<file path="config.mk">
export PLATFORM = sky130hd
export DESIGN_NAME = alu_core
export DESIGN_NICKNAME = d
export VERILOG_FILES = /design/src/rtl/alu_pkg.sv /design/src/rtl/alu_bitwise.sv /design/src/rtl/alu_addsub.sv /design/src/rtl/alu_zero_detect.sv /design/src/rtl/alu_core.sv
export SDC_FILE = /design/constraint.sdc
export NUM_CORES = 1
export LEC_CHECK = 0
export ABC_AREA = 1
export BUFFER_PORTS_ARGS = -buffer_cell sky130_fd_sc_hd__buf_2
export CAP_MARGIN = 20
export CORE_ASPECT_RATIO = 1.1
export CORE_MARGIN = 10
export CORE_UTILIZATION = 40
export DETAILED_ROUTE_END_ITERATION = 10
export SYNTH_ARGS = -nofsm -noshare
export SYNTH_HDL_FRONTEND = slang
export SYNTH_SLANG_ARGS = --single-unit
</file>
<file path="constraint.sdc">
create_clock -name vclk -period 3.9
set_input_delay 0.195 -clock vclk [all_inputs]
set_output_delay 0.195 -clock vclk [all_outputs]
set_load 0.005 [all_outputs]
</file>
<file path="src/rtl/alu_pkg.sv">
package alu_pkg;
  typedef enum logic [2:0] {
    FN_AND = 3'b000,
    FN_OR  = 3'b001,
    FN_ADD = 3'b010,
    FN_SUB = 3'b110,
    FN_SLT = 3'b111
  } alu_fn_e;
endpackage

</file>
<file path="src/rtl/alu_bitwise.sv">
module alu_bitwise #(
  parameter int WIDTH = 32
) (
  input  logic [WIDTH-1:0] a_i,
  input  logic [WIDTH-1:0] b_i,
  output logic [WIDTH-1:0] and_o,
  output logic [WIDTH-1:0] or_o
);
  for (genvar gi = 0; gi < WIDTH; gi++) begin : g_slice
    assign and_o[gi] = a_i[gi] & b_i[gi];
    assign or_o[gi]  = a_i[gi] | b_i[gi];
  end
endmodule

</file>
<file path="src/rtl/alu_addsub.sv">
module alu_addsub #(
  parameter int WIDTH = 32
) (
  input  logic [WIDTH-1:0] a_i,
  input  logic [WIDTH-1:0] b_i,
  input  logic             sub_i,
  output logic [WIDTH-1:0] sum_o,
  output logic             ovf_o,
  output logic             less_o
);
  localparam int MSB = WIDTH - 1;

  logic [WIDTH-1:0] b_eff;

  always_comb begin
    b_eff  = sub_i ? ~b_i : b_i;
    sum_o  = a_i + b_eff + WIDTH'(sub_i);
    ovf_o  = (a_i[MSB] == b_eff[MSB]) && (sum_o[MSB] != a_i[MSB]);
    less_o = sum_o[MSB] ^ ovf_o;
  end
endmodule

</file>
<file path="src/rtl/alu_zero_detect.sv">
module alu_zero_detect #(
  parameter int WIDTH = 32
) (
  input  logic [WIDTH-1:0] value_i,
  output logic             zero_o
);
  assign zero_o = ~(|value_i);
endmodule

</file>
<file path="src/rtl/alu_core.sv">
module alu_core
  import alu_pkg::*;
#(
  parameter int WIDTH = 32
) (
  input  logic [2:0]       op_i,
  input  logic [WIDTH-1:0] a_i,
  input  logic [WIDTH-1:0] b_i,
  output logic [WIDTH-1:0] result_o,
  output logic             zero_o,
  output logic             ovf_o
);
  logic [WIDTH-1:0] and_w, or_w, sum_w;
  logic             add_ovf, add_less, do_sub;
  alu_fn_e          fn;

  assign fn     = alu_fn_e'(op_i);
  assign do_sub = op_i[2];

  alu_bitwise #(.WIDTH(WIDTH)) u_bitwise (
    .a_i(a_i), .b_i(b_i), .and_o(and_w), .or_o(or_w)
  );

  alu_addsub #(.WIDTH(WIDTH)) u_addsub (
    .a_i(a_i), .b_i(b_i), .sub_i(do_sub),
    .sum_o(sum_w), .ovf_o(add_ovf), .less_o(add_less)
  );

  always_comb begin
    result_o = '0;
    ovf_o    = 1'b0;
    case (fn)
      FN_AND: result_o = and_w;
      FN_OR:  result_o = or_w;
      FN_ADD: begin result_o = sum_w; ovf_o = add_ovf; end
      FN_SUB: begin result_o = sum_w; ovf_o = add_ovf; end
      FN_SLT: result_o = {{(WIDTH-1){1'b0}}, add_less};
      default: begin result_o = '0; ovf_o = 1'b0; end
    endcase
  end

  alu_zero_detect #(.WIDTH(WIDTH)) u_zero (
    .value_i(result_o), .zero_o(zero_o)
  );
endmodule

</file>
# == Word-level counts from Yosys, hierarchy flattened ==
# Index checks and enable logic that the tools add are counted.
# W data, S select, Z words.
# totals
output_inout_bits,34
elab_cells,82
reg_bits,0
# classes
n_mux,3
add_sub_neg,2
n_reduce_logical,4
n_eq_ne,6
bitwise,67
# ops
cell,n
$pmux W32 S4,1
$add A32 B1 Y32,1
$add A32 B32 Y32,1
$and A1 B1 Y1,32
$mux W32,1
$not A32 Y32,1
$or A1 B1 Y1,32
$reduce_or A32 Y1,1
$eq A3 B3 Y1 const B,2
$eq A3 B1 Y1 const B,1
$eq A3 B2 Y1 const B,1
$logic_not A3 Y1,1
$reduce_or A2 Y1,1
$eq A1 B1 Y1,1
$logic_and A1 B1 Y1,1
$mux W1,1
$ne A1 B1 Y1,1
$not A1 Y1,1
$xor A1 B1 Y1,1

# == Logic depth before layout (Yosys ltp) ==
# Gate-level depths: netlist of run 1.
# logic_depth
depth_word,10
ltp_mapped,22
depth_no_buf,20

# == Modules after synthesis ==
# Synthesis of run 1 repeated with hierarchy kept, for this count alone.
# hier_totals
hier_cells,724
area_unflattened_um2,3696.0
# modules_own_cells
mod,cells_per_inst,instances,area_each_um2,seq_area_each_um2
alu_addsub,381,1,2263.4,0.0
alu_core,152,1,715.7,0.0
alu_bitwise,160,1,600.6,0.0
alu_zero_detect,31,1,116.4,0.0

# == Least setup slack after synthesis of run 1 ==
# Ideal clock, no wire load.
# synth_timing
path_type,input to output
from,input port op_i[2]
to,output port zero_o
n_path_buf,2
slack_ps,1176
stages,19
arrival_ps,2529
t_required_ps,3705
cell_sequence,buf_4 -> clkbuf_1 -> xnor2_1 -> fa_1 -> inv_1 -> nand3_1 -> nand3_1 -> nand2_1 -> nand2_1 -> nand3_1 -> nand2_1 -> nand2_1 -> nand3_1 -> nand2_1 -> nor2_1 -> nand2_1 -> nor2_1 -> nand3_1 -> nor2_1
# synth_between
elab_cells_between_ends,16
# synth_rtl
element,line_no,rtl
from (decl),alu_core.sv:6,"input logic [2:0] op_i,"
$mux W32,alu_addsub.sv:16,b_eff = sub_i ? ~b_i : b_i;
$add A32 B32 Y32,alu_addsub.sv:17,sum_o = a_i + b_eff + WIDTH'(sub_i);
$add A32 B1 Y32,alu_addsub.sv:17,
$pmux W32 S4 (*),alu_core.sv:32,case (fn)
named net result_o[16],alu_core.sv:9,"output logic [WIDTH-1:0] result_o,"
$reduce_or A32 Y1 (*),alu_zero_detect.sv:7,assign zero_o = ~(|value_i);
$not A1 Y1 (*),alu_zero_detect.sv:7,
to (decl),alu_core.sv:10,"output logic zero_o,"
# Mark *: on every way through the listed nets, which the timed path passes. The rest lies on a longest branch.

# == Worst setup path after layout of run 1 ==
# layout_timing
from,input port op_i[2]
to,output port zero_o
# layout_between
elab_chain_len,9
elab_cells_between_ends,16
# layout_rtl
element,line_no,rtl
$mux W32,alu_addsub.sv:16,
$add A32 B32 Y32,alu_addsub.sv:17,
$add A32 B1 Y32,alu_addsub.sv:17,
$ne A1 B1 Y1,alu_addsub.sv:18,ovf_o = (a_i[MSB] == b_eff[MSB]) && (sum_o[MSB] != a_i[MSB]);
$logic_and A1 B1 Y1,alu_addsub.sv:18,
$xor A1 B1 Y1,alu_addsub.sv:19,less_o = sum_o[MSB] ^ ovf_o;
$pmux W32 S4 (*),alu_core.sv:32,
$reduce_or A32 Y1 (*),alu_zero_detect.sv:7,
$not A1 Y1 (*),alu_zero_detect.sv:7,
# Mark *: on every way between the ends. The rest lies on a longest branch, timed or not.

==> out/qor.csv, run 1 <==
metric,value,unit
cell repeated most along the worst path,nand2_1,
sw frac,64.3,%
P_int,0.000292,W
cts hold-fix bufs,0,
clock power share,0,%
PortBufs,101,
Die Y,123,µm
Fmax,288,MHz
routed len/inst,14.3,µm
Comb pwr share,100.0,%
via count,4727,
Initial Util,40.9,%
WHS Endpoint,ovf_o,
worst path required time,3700,ps
relative slew slack,54.1,%
yosys warns,0,
peak supply drop,0.0000651,V
Worst path slowest cell,buf_4,
Hold Crit Depth,3,
max_cap viols,0,
placed cells,960,
full die area,0.0139,mm²
Post-CTS Resized,0,
Ports,101,
period utilization,88.9,%
Post-Synthesis Cells,749,
Pwr Density,184,mW/mm²
syn_area_per_cell,5.10,µm²
Least-Margin Pin Slew,688,ps
Final Critical Period,3470,ps
Setup crit end kind,output pin,
1st-iter DRT viols,296,
sequential cell count,0,
Sequential Power Share,0,%
setup TNS,0,ps
worst-path cell chain,buf_2 -> buf_4 -> xor2_1 -> ha_1 -> nand2_1 -> nor2_2 -> nand2_1 -> nor2_1 -> nand2_1 -> nand3_1 -> nand2_1 -> nand3_2 -> nand2_2 -> nor2_1 -> nand2_1 -> nor2_1 -> nand3_1 -> nor2_1 -> buf_2,
Layout area overhead,16.5,%
Final Hold Vio Count,0,
final std cells w/o fill,960,
first-pass GRT wire length,22300,µm
fin. max-slew vios,0,
DRT antenna net count,0,
grt ovf,0,
max incr delay on CP,420,ps
drt drc,0,
Syn Nets,851,
Avg Vias per Cell,4.92,
status,"complete, no violations",
row count,37,
GRT Util Overall,19.0,%
Pre-antenna DRT Iters,5,
vias in the first global route,4628,
Post-Syn Area,0.00382,mm²
CP arrival,3270,ps
hold_sp,a_i[31],
crit start category,primary input,
Placer Congestion,0.950,
layout cell share with drive strength beyond 1,21.0,%
final setup vio count,0,
WL final,13700,µm
largest net degree at the start of global routing,27,
Ant. Diodes,0,
fin nets,947,
Unique masters post-synth,36,
CLK BUF,0,
die width,113,µm
Crit Path Category,in2out,
Worst Path Max Fanout,18,
post-DP HPWL,11800,µm
setup bufs post-CTS,0,
LEAKAGE,2.68,nW
register area,0,µm²
class of the worst hold path,in2out,
Psw,0.000526,W
"Seq/Total Area, Yosys",0,%
antenna violations before repair,0,
RSZ-0062 raised after global routing,no,
area of the core,0.00935,mm²
[layout make-up]
cell class / count / area, µm²
inverters: 140 / 526
well taps: 117 / 146
multi-input cells: 598 / 3250
fillers: 1106 / 4900
repair buffers: 105 / 536
[power by group through the flow]
stage,logic [W],registers (W),clock network (W)
3_3_place_gp,0.000812,0,0
6_report,0.000819,0,0
5_1_grt,0.000934,0,0
4_1_cts,0.000822,0,0
3_5_place_dp,0.000817,0,0
2_1_floorplan,0.000566,0,0
[through the flow]
| stage | hold WS [ps] | setup slack, ps | total power [W] | instance area, µm² | utilization, % |
|---|---|---|---|---|---|
| finish | 702 | 433 | 0.000819 | 4450 | 47.6 |
| global route | 729 | 141 | 0.000934 | 4450 | 47.6 |
| CTS | 699 | 422 | 0.000822 | 4450 | 47.6 |
| detailed placement | 698 | 435 | 0.000817 | 4450 | 47.6 |
| global placement | 703 | 438 | 0.000812 | 4450 | 47.6 |
| floorplan | 441 | 1180 | 0.000566 | 3820 | - |
[kinds of logic (layout without fill, tap and decap cells)]
group                      Yosys count  in the layout  synth area share (%)
AOI/OAI and AO/OA                   79             79                  11.2
buffers and inverters              151            245                  15.1
adders and majority gates           47             47                  14.8
xor gates and xnor gates            31             31                  7.10
and+or+nand+nor                    441            441                  51.8
[synth_stat cells (all sizes together), types with 2 or more instances]
| master | number | share of area, % |
|---|---|---|
| or2 | 6 | 0.98 |
| clkbuf | 6 | 0.59 |
| nand2 | 271 | 28 |
| o21bai | 3 | 0.59 |
| o21ai | 32 | 4.2 |
| clkinv | 2 | 0.20 |
| inv | 138 | 14 |
| nor2 | 79 | 9.7 |
| nand4 | 8 | 1.3 |
| ha | 34 | 11 |
| buf | 5 | 0.72 |
| maj3 | 12 | 3.1 |
| a31oi | 2 | 0.33 |
| nand3b | 3 | 0.59 |
| xor2 | 30 | 6.9 |
| nor3 | 4 | 0.65 |
| nand3 | 68 | 10 |
| and2 | 2 | 0.33 |
| a21oi | 38 | 5.3 |
[worst max-delay path, delay by kind of cell]
kind	cells	cell delay, ps
adder cells (fa/ha/maj)	1	400
XOR/XNOR	1	120
buffers and inverters	3	940
AND/OR/NAND/NOR	14	1600
[worst max-delay path by stage]
stage | endpoint | slack, ps | start | depth (start not counted)
3_3_place_gp | zero_o | 440 | op_i[2] | 19
2_1_floorplan | zero_o | 1180 | op_i[2] | 19
6_report | zero_o | 430 | op_i[2] | 19
4_1_cts | zero_o | 420 | op_i[2] | 19
3_5_place_dp | zero_o | 440 | op_i[2] | 19
5_1_grt | zero_o | 140 | op_i[2] | 19
[cells in the final DEF, fill, tap and decap left out, types with 20 or more instances in the layout]
cell / n
nand2_1: 246
inv_1: 128
buf_2: 101
nand3_1: 59
nor2_1: 56
a21oi_1: 35
ha_1: 34
xor2_1: 30
o21ai_0: 29
nand2_2: 25
nor2_2: 20
[metal layers]
layer | vias up | routed length [µm] | GRT usage, %
li1 | 2527 | - | -
met1 | 2065 | 6220 | 23.9
met2 | 119 | 6570 | 34.6
met3 | 16 | 730 | 2.15
met4 | 0 | 234 | 2.78
met5 | - | 0 | 0
(Power assumes the default switching activity.)
==> run 2, diff against run 1 <==
==> constraint.sdc (replaced) <==
create_clock -name vclk -period 4.3
set_input_delay 0.215 -clock vclk [all_inputs]
set_output_delay 0.215 -clock vclk [all_outputs]
set_load 0.005 [all_outputs]
==> run 2 against run 1 <==
Compared with the run above: flip-flop and latch count did not move; critical path depth is the same; combinational power fell by 9.3%; hold slack better by 33 ps; global-route usage grew 0.24 points; first-iteration DRC count shrank 9.5%; critical path type unchanged; non-clock buffer count fell by 1; total power down 9.2%; critical endpoint unchanged.
==> out/qor.csv, run 2 (same netlist as run 1, synthesis figures left out) <==
metric,value,unit
status,"complete, no violations",
PortBufs,101,
CLK BUF,0,
Ant. Diodes,0,
first-pass GRT wire length,22500,µm
max_cap viols,0,
layout cell share with drive strength beyond 1,20.9,%
Final Hold Vio Count,0,
Ports,101,
LEAKAGE,2.67,nW
grt ovf,0,
Pre-antenna DRT Iters,5,
capture point of the critical path,zero_o,
period utilization,83.0,%
Critical Path Start,op_i[2],
Worst Path Max Fanout,18,
Least-Margin Pin Slew,776,ps
Final Critical Period,3570,ps
area of the core,0.00935,mm²
drt drc,0,
relative slew slack,48.2,%
Die Y,123,µm
Crit Path Category,in2out,
worst-path cell chain,buf_2 -> buf_4 -> xor2_1 -> ha_1 -> nand2_2 -> nor2_2 -> inv_2 -> nor2_2 -> nand3_1 -> nand3_1 -> nand2_1 -> nand3_1 -> nand2_1 -> nor2_1 -> nand2_1 -> nor2_1 -> nand3_1 -> nor2_1 -> buf_2,
Placer Congestion,0.993,
fin nets,946,
Final Instance Area,0.00445,mm²
cts hold-fix bufs,0,
peak supply drop,0.0000710,V
pre-CTS setup slack,793,ps
cell repeated most along the worst path,nand3_1,
"commonest cells after routing, fill and taps aside","246 x nand2_1, 128 x inv_1, 101 x buf_2",
die width,113,µm
Initial Util,40.9,%
DRT antenna net count,0,
row count,37,
full die area,0.0139,mm²
largest net degree at the start of global routing,27,
PnR worst setup slack,732,ps
final core occ,47.6,%
Setup crit end kind,output pin,
antenna violations before repair,0,
Area after DPL,0.00445,mm²
crit start category,primary input,
Pwr Density,167,mW/mm²
WL final,13800,µm
via count,4731,
register area,0,µm²
"most common cell after layout, fill and taps aside",nand2_1,
GRT Util Overall,19.3,%
Post-CTS Resized,0,
final setup vio count,0,
Avg Vias per Cell,4.93,
vias in the first global route,4697,
fillers,1075,
Layout area overhead,16.3,%
setup TNS,0,ps
Tot Pwr,0.000743,W
Fmax,280,MHz
setup bufs post-CTS,0,
sequential cell count,0,
routed len/inst,14.4,µm
CP arrival,3350,ps
max incr delay on CP,430,ps
class of the worst hold path,in2out,
worst path required time,4090,ps
1st-iter DRT viols,268,
fin. max-slew vios,0,
post-DP HPWL,11900,µm
Worst path slowest cell,buf_2,
RSZ-0062 raised after global routing,no,
## run 2: layout make-up
cell class | instances | area [µm²] | share of cell area [%]
Inverter | 140 | 526 | 11.8
Multi-Input combinational cell | 598 | 3250 | 73.0
Tap cell | 117 | 146 | 3.29
Timing Repair Buffer | 104 | 528 | 11.9
## run 2: worst min-delay path by stage
stage	endpoint	cells after the start	start
after CTS	ovf_o	3	a_i[31]
after global placement	ovf_o	3	a_i[31]
final	ovf_o	3	a_i[31]
after floorplan	ovf_o	1	a_i[31]
after global routing	ovf_o	3	a_i[31]
after detailed placement	ovf_o	3	a_i[31]
## run 2: critical path, delay by kind of cell
kind	cells	cell delay (ps)
xor gates and xnor gates	1	130
adders and majority gates	1	410
buffers and inverters	4	1010
and+or+nand+nor	13	1570
## run 2: power by group
part,switching [W],internal [W]
Combinational,0.000480,0.000264
Clock,0,0
Sequential,0,0
Total,0.000480,0.000264
## run 2: per-stage QoR
stage	hold WS, ps	std cells
floorplan	481	749
CTS	736	959
detailed placement	735	959
global placement	737	959
global route	751	959
finish	735	959
## run 2: routing by layer
metal | GRT usage [%] | vias to the layer above | routed length [µm]
li1 | - | 2528 | -
met3 | 2.39 | 13 | 692
met5 | 0 | - | 0
met4 | 3.97 | 0 | 313
met2 | 34.8 | 113 | 6600
met1 | 23.8 | 2077 | 6210
==> run 3, diff against run 2 <==
--- a/config.mk
+++ b/config.mk
@@ -5,13 +5,14 @@
 export SDC_FILE = /design/constraint.sdc
 export NUM_CORES = 1
 export LEC_CHECK = 0
-export ABC_AREA = 1
+export ABC_AREA = 0
 export BUFFER_PORTS_ARGS = -buffer_cell sky130_fd_sc_hd__buf_2
 export CAP_MARGIN = 20
 export CORE_ASPECT_RATIO = 1.1
 export CORE_MARGIN = 10
 export CORE_UTILIZATION = 40
 export DETAILED_ROUTE_END_ITERATION = 10
+export PLACE_DENSITY = 0.65
 export SYNTH_ARGS = -nofsm -noshare
 export SYNTH_HDL_FRONTEND = slang
 export SYNTH_SLANG_ARGS = --single-unit
==> constraint.sdc (replaced) <==
create_clock -name vclk -period 3.3
set_input_delay 0.165 -clock vclk [all_inputs]
set_output_delay 0.165 -clock vclk [all_outputs]
set_load 0.005 [all_outputs]
==> run 3 against run 2 <==
Compared with the run above: hold slack lost 5.8 ps; critical path depth down 2; design area is 19% higher; combinational power up 94%; non-clock buffer count is 142 higher; global-route usage up 1.2 points; the flow now finishes with violations (negative setup slack); utilization grew 24 points; clock-buffer cell count did not move; critical endpoint unchanged; final cell count decreased by 21%; critical path type unchanged; via count is 7.1% lower; worst setup slack worse by 790 ps.
==> out/qor.csv, run 3 <==
metric,value,unit
syn_area_per_cell,7.10,µm²
worst path required time,3130,ps
max_cap viols,0,
final std cells w/o fill,762,
pre-CTS setup slack,-365,ps
Synth top cells by count,"47 x nand2_1, 39 x a21oi_1, 37 x xor2_1",
final setup vio count,1,
LEAKAGE,2.42,nW
Crit Path Category,in2out,
crit start category,primary input,
fillers,573,
Unique masters post-synth,69,
placed cells,739,
Least-Margin Pin Slew,505,ps
"Seq/Total Area, Yosys",0,%
Setup crit end kind,output pin,
first-pass GRT wire length,21200,µm
setup TNS,-60.5,ps
full die area,0.0116,mm²
row count,33,
antenna violations before repair,1,
Initial Util,41.3,%
top-count cell post-synth,nand2_1,
top post-synthesis cells by area,"ha_1 14%, xor2_1 10%, maj3_1 8.4%",
GRT Util Overall,20.5,%
CP arrival,3200,ps
Syn Nets,537,
Tot Pwr,0.00144,W
Fmax,298,MHz
DRT antenna net count,0,
layout cell share with drive strength beyond 1,49.6,%
share of the synthesized area in the top cell type,13.8,%
sequential cell count,0,
period utilization,102,%
class of the worst hold path,in2out,
1st-iter DRT viols,256,
die width,104,µm
routed len/inst,18.0,µm
Synth area leader,ha_1,
fin nets,761,
Post-Syn Area,0.00309,mm²
register area,0,µm²
failing checks,negative setup slack,
drt drc,0,
Avg Vias per Cell,5.77,
post-DP HPWL,10000,µm
PortBufs,101,
"most common cell after layout, fill and taps aside",buf_4,
Worst Path Max Fanout,8,
yosys warns,0,
Post-Synthesis Cells,435,
WL final,13700,µm
Critical Path Start,op_i[2],
hold slack,729,ps
Die Y,112,µm
Pre-antenna DRT Iters,6,
Final Hold Vio Count,0,
Layout area overhead,72.0,%
"commonest cells after routing, fill and taps aside","135 x buf_4, 100 x buf_2, 44 x nand2_1",
via count,4394,
Final Critical Period,3360,ps
fin. max-slew vios,0,
grt ovf,0,
area occupied by multi-input gates,0.00347,mm²
CLK BUF,0,
PnR worst setup slack,-60.5,ps
Ant. Diodes,0,
relative slew slack,65.9,%
capture point of the critical path,zero_o,
vias in the first global route,4471,
Ports,101,
area of the core,0.00747,mm²
largest net degree at the start of global routing,23,
Pwr Density,271,mW/mm²
Placer Congestion,0.937,
RSZ-0062 raised after global routing,yes,
status,"complete, but fails checks",
cts hold-fix bufs,0,
peak supply drop,0.000150,V
[run 3: what timing repair did]
action | 4_1_cts | 5_1_grt
cloned | 1 | 0
resized for setup | 57 | 48
endpoints found under the hold margin | 0 | 0
setup endpoints to repair | 2 | 3
buffers inserted | 12 | 11
pin swaps | 38 | 40
[run 3: worst max-delay path, stage by stage]
cell	delay [ps]
buf_12	120
buf_12	150
xor2_2	190
buf_4	150
ha_4	280
nand2_2	80
a211oi_4	280
o21ai_4	120
a211oi_4	340
a21oi_2	110
or2_1	250
buf_6	130
xnor2_2	120
a31o_2	250
a221o_1	260
nor2_1	80
buf_2	120
[run 3: layout make-up]
| cell class | count | share of cell area [%] |
|---|---|---|
| inverter | 12 | 0.848 |
| multi-input combinational | 399 | 65.2 |
| tap | 105 | 2.47 |
| timing repair buffer | 246 | 31.5 |
[run 3: per-layer routing]
| metal | share of wire [%] | global-route usage, % | vias up |
|---|---|---|---|
| li1 | - | - | 2100 |
| met1 | 40 | 24.7 | 2093 |
| met2 | 52 | 38.2 | 175 |
| met3 | 6.0 | 1.95 | 24 |
| met4 | 1.3 | 4.09 | 2 |
| met5 | 0.095 | 0 | - |
[run 3: kinds of logic after synthesis]
family,synth area share (%)
muxes,1.74
and+or+nand+nor,21.3
xor gates and xnor gates,14.2
adders and majority gates,22.8
buffers and inverters,4.58
AOI/OAI and AO/OA,35.4
[run 3: where the power goes]
part / internal, W / switching, W
combinational: 0.000729 / 0.000712
clock: 0 / 0
sequential: 0 / 0
[run 3: worst min-delay path by stage]
| stage | endpoint | cells past startpoint | from |
|---|---|---|---|
| after floorplan | ovf_o | 2 | a_i[31] |
| after global placement | ovf_o | 4 | a_i[31] |
| after detailed placement | ovf_o | 4 | a_i[31] |
| after CTS | ovf_o | 4 | a_i[31] |
| after global routing | ovf_o | 4 | a_i[31] |
| final | ovf_o | 4 | a_i[31] |
[run 3: metrics by stage]
step / cell area, µm² / util, %
final: 5310 / 71.1
after global routing: 5310 / 71.1
after CTS: 4950 / 66.2
after detailed placement: 4560 / 61.1
after global placement: 4560 / 61.1
after floorplan: 3090 / -
